### config.mk
export PLATFORM = sky130hd
export DESIGN_NAME = irq_sched
export DESIGN_NICKNAME = d
export VERILOG_FILES = /design/src/rtl/irq_sched_pkg.sv /design/src/rtl/irq_edge_capture.sv /design/src/rtl/irq_ctl_word.sv /design/src/rtl/irq_sched.sv
export SDC_FILE = /design/constraint.sdc
export NUM_CORES = 1
export LEC_CHECK = 0
export CAP_MARGIN = 20
export CORE_AREA = 3 3 40 42
export CTS_BUF_LIST = sky130_fd_sc_hd__clkbuf_8
export DETAILED_ROUTE_END_ITERATION = 8
export DIE_AREA = 0 0 43 45
export DONT_BUFFER_PORTS = 1
export PLACE_DENSITY_LB_ADDON = 0.12
export SETUP_SLACK_MARGIN = 0.3
export SYNTH_ARGS = -nofsm -noshare
export SYNTH_HDL_FRONTEND = slang
export SYNTH_SLANG_ARGS = --single-unit
### constraint.sdc
create_clock -name clk -period 3.6 [get_ports clk]
set_input_delay 0.36 -clock clk [delete_from_list [all_inputs] [get_ports clk]]
set_output_delay 0.36 -clock clk [all_outputs]
set_load 0.01 [all_outputs]
### src/rtl/irq_sched_pkg.sv
package irq_sched_pkg;
   // Field positions inside the control word; software decodes these.
   localparam int unsigned BIT_ACT  = 0;
   localparam int unsigned BIT_SWQ  = 1;
   localparam int unsigned BIT_PEND = 2;
   localparam int unsigned CTL_BITS = 3;

   typedef struct packed {
      logic pend;
      logic swq;
      logic act;
   } ctl_word_t;
endpackage

### src/rtl/irq_edge_capture.sv
module irq_edge_capture #(
   parameter int unsigned NUM_SRC = 4
) (
   input  logic               clk,
   input  logic               rst_n,
   input  logic [NUM_SRC-1:0] lines,
   input  logic               take,
   output logic               pend_any
);
   logic [NUM_SRC-1:0] rise;
   logic [NUM_SRC-1:0] pend_q;

   for (genvar g = 0; g < NUM_SRC; g++) begin : g_src
      logic prev_q;
      // Reset to high so a line already asserted at release makes no edge.
      always_ff @(posedge clk) begin
         if (!rst_n) prev_q <= 1'b1;
         else        prev_q <= lines[g];
      end
      assign rise[g] = lines[g] & ~prev_q;

      always_ff @(posedge clk) begin
         if (!rst_n) pend_q[g] <= 1'b0;
         else        pend_q[g] <= (pend_q[g] & ~take) | rise[g];
      end
   end

   assign pend_any = |pend_q;

   assert_edge_latched_R2: assert property (@(posedge clk) disable iff (!rst_n)
      (|rise) |=> pend_any);
endmodule

### src/rtl/irq_ctl_word.sv
module irq_ctl_word (
   input  logic clk,
   input  logic rst_n,
   input  logic wr,
   input  logic wr_act,
   input  logic wr_swq,
   input  logic pend_any,
   output logic act,
   output logic swq,
   output logic take,
   output logic enter
);
   logic act_q, swq_q, enter_q;

   // A bus write owns the cycle; an entry waits one more edge.
   assign take = ~act_q & (pend_any | swq_q) & ~wr;

   always_ff @(posedge clk) begin
      if (!rst_n) begin
         act_q   <= 1'b0;
         swq_q   <= 1'b0;
         enter_q <= 1'b0;
      end else begin
         enter_q <= take;
         if (wr) begin
            act_q <= wr_act;
            swq_q <= wr_swq;
         end else if (take) begin
            act_q <= 1'b1;
            swq_q <= 1'b0;
         end
      end
   end

   assign act   = act_q;
   assign swq   = swq_q;
   assign enter = enter_q;

   assert_enter_sets_active_R3: assert property (@(posedge clk) disable iff (!rst_n)
      enter |-> act);
   assert_swq_cleared_on_entry_R6: assert property (@(posedge clk) disable iff (!rst_n)
      enter |-> !swq);
   assert_active_held_R5: assert property (@(posedge clk) disable iff (!rst_n)
      (act && !wr) |=> act);
endmodule

### src/rtl/irq_sched.sv
module irq_sched #(
   parameter int unsigned NUM_SRC = 4,
   parameter int unsigned DATA_W  = 16
) (
   input  logic               clk,
   input  logic               rst_n,
   input  logic [NUM_SRC-1:0] irq_lines,
   input  logic               bus_sel,
   input  logic               bus_we,
   input  logic [DATA_W-1:0]  bus_wdata,
   output logic [DATA_W-1:0]  bus_rdata,
   output logic               bus_ack,
   output logic               int_state,
   output logic               int_enter
);
   import irq_sched_pkg::*;

   localparam int unsigned PAD_W = DATA_W - CTL_BITS;

   if (NUM_SRC < 1) begin : g_bad_src
      $error("irq_sched: NUM_SRC must be at least 1");
   end
   if (DATA_W <= CTL_BITS) begin : g_bad_w
      $error("irq_sched: DATA_W must exceed the control field width");
   end

   logic      wr, take, pend_any, act, swq;
   ctl_word_t word;

   assign wr = bus_sel & bus_we;

   irq_edge_capture #(.NUM_SRC(NUM_SRC)) cap_i (
      .clk      (clk),
      .rst_n    (rst_n),
      .lines    (irq_lines),
      .take     (take),
      .pend_any (pend_any)
   );

   irq_ctl_word ctl_i (
      .clk      (clk),
      .rst_n    (rst_n),
      .wr       (wr),
      .wr_act   (bus_wdata[BIT_ACT]),
      .wr_swq   (bus_wdata[BIT_SWQ]),
      .pend_any (pend_any),
      .act      (act),
      .swq      (swq),
      .take     (take),
      .enter    (int_enter)
   );

   assign word      = '{pend: pend_any, swq: swq, act: act};
   assign bus_rdata = {{PAD_W{1'b0}}, word};
   assign bus_ack   = bus_sel;
   assign int_state = act;

   assert_entry_from_request_R3: assert property (@(posedge clk) disable iff (!rst_n)
      $rose(int_enter) |-> $rose(int_state));
endmodule

==> flow_summary.ini <==
[global_route]
grt_usage = 0.0938
grt_overflow = 0
antenna_found_initial = 0
grt_pass1_vias = 302
grt_pass1_wl_mm = 1.23
grt_max_degree = 13

[clock_network]
clk_path_buf_depth = 2
clk_pin_slew_worst_paths_ns = 0.05
cts_resized = 0
clk_latency_ns = 0.23
cts_root_buf = clkbuf_8
cts_tree = yes
cts_max_level = 1
cts_sinks = 11
cts_hold_buf = 0
cts_setup_buffers = 0
numCtsBuffers = 3

[drt]
via_per_inst = 4.68
firstDrtPassIters = 3
ant_nets = 0
wl_per_cell_um = 11.4
drc = 0
vias = 309
drtIter0Drc = 2
drt-total-wl_um = 752

[synthesis]
netlist.area_leader.share = 0.432
yosysSeqAreaShare = 0.432
async_reset_ff_frac = 0
synth_top_area_cell = dfxtp_1
ys.flop_type = dfxtp_1
syn_area_um2 = 509
ys_seq_elements = 11
synth-edff-count = 0
postSynthAreaPerCell_um2 = 9.61
netlist_instances = 53
synth_area_leaders = dfxtp_1, buf_4, a32o_1
yosysWarnings = 0
synth_common_cells = buf_4, dfxtp_1, a32o_1, inv_1, nand2b_1
synth_cell_types = 16
synth_most_common_cell = buf_4

[worst_setup_path]
setup.worst_path.end_class = output port
crit_required_ns = 3.24
worstSetupPathType = register to output port
cp.arrival_ns = 1.11
crit_path_cell_trace = or4_4
crit_fanout = 3
path_delay_family = simple AND/OR/NAND/NOR gates
start_kind = register
path_buf_inv = 0
slowest_stage = or4_4
slowest_delay_ns = 0.58

[power_and_ir_drop]
p_leak_uw = 0.000241
powerDensity_nw_per_um2 = 561
vdd_drop_max_mv = 0.359

[placement]
gp_congestion = 0.670
place_inst = 62
numPortBuffers = 0
dp_hpwl_um = 579

[timing]
setup_viol = 0
fmax_mhz = 681
tns_ns = 0
hold_viol_final = 0
rsz0062_at_grt = false
hold_ws_ns = 0.198
fin_worst_skew_ns = 0.00549
post-route-period-util = 0.408
drv_slew = 0
min_period_ns = 1.47

[floorplan]
rows = 13
die_h_um = 45
core_area_um2 = 1280
initial_core_util = 0.396
fp.dieArea_um2 = 1940
io_pins = 43
die_x_um = 43

[run]
drv_cap = 0

[final_layout]
final_cells = 66
insertedDiodeCount = 0
nets = 76
areaGrowthSynthToFinish_pct = -4.42
drive_gt1_frac = 0.0980

[status]
outcome = complete, no violations

[worst_hold_path]
min_path_type = primary input to register
-- logic make-up after synthesis --
logic type / synth area share
buffers and inverters: 0.287
DFF: 0.432
and+or+nand+nor: 0.130
AOI/OAI and AO/OA: 0.143
other: 0.00736
-- report_power, final --
part	internal (µW)	switching, µW	total, µW
Sequential	129	5.82	135
Clock	74.5	42.4	117
Combinational	8.24	13.3	21.5
-- worst paths after layout --
path / from / endpoint / slack, ns / depth (start not counted)
worst max-delay path: cap_i.pend_q[1]$_SDFF_PN0_ / bus_rdata[2] / 2.13 / 1
worst min-delay path: rst_n / cap_i.g_src[2].prev_q$_SDFF_PN1_ / 0.20 / 1
worst max register to register: cap_i.pend_q[1]$_SDFF_PN0_ / ctl_i.enter$_SDFF_PN0_ / 2.39 / 2
worst min register to register: cap_i.pend_q[1]$_SDFF_PN0_ / cap_i.pend_q[1]$_SDFF_PN0_ / 0.47 / 1
-- cell type report --
type                       instances  area, µm²
fill                             140        798
sequential                        11        220
multi-input combinational         32        188
clock buffer                       3       41.3
tap                               15       18.8
inverter                           4       15.0
clock inverter                     1       3.75
-- through the flow --
stage | utilization | worst slack, ns | cell area [µm²] | total power [µW]
after floorplan | - | 2.26 | 554 | 172
after global placement | 0.344 | 2.37 | 442 | 158
after detailed placement | 0.344 | 2.37 | 442 | 159
after CTS | 0.379 | 2.12 | 487 | 276
after global routing | 0.379 | 2.10 | 487 | 289
final | 0.379 | 2.13 | 487 | 273
-- state kept, by name, summed over array words and instances (netlist names) --
register and flops:
cap_i.g_src.prev_q 4, cap_i.pend_q 4, ctl_i.act 1, ctl_i.enter 1
ctl_i.swq 1
-- placed cells by master, fill, tap and decap left out, drive strengths merged --
master  count
a21boi      1
dfxtp      11
o21ai       1
a21oi       2
conb       13
nor2b       1
o211a       1
inv         5
nand2b      4
or4         1
clkbuf      3
nand2       1
a32o        4
nor3        1
nand3       2
-- layer usage --
layer | share of wire | GRT usage
met4 | 0.013 | 0.0542
met1 | 0.32 | 0.0735
met3 | 0.18 | 0.0916
met2 | 0.49 | 0.150
met5 | 0 | 0
Note: power is estimated with default switching activity, not from simulation.
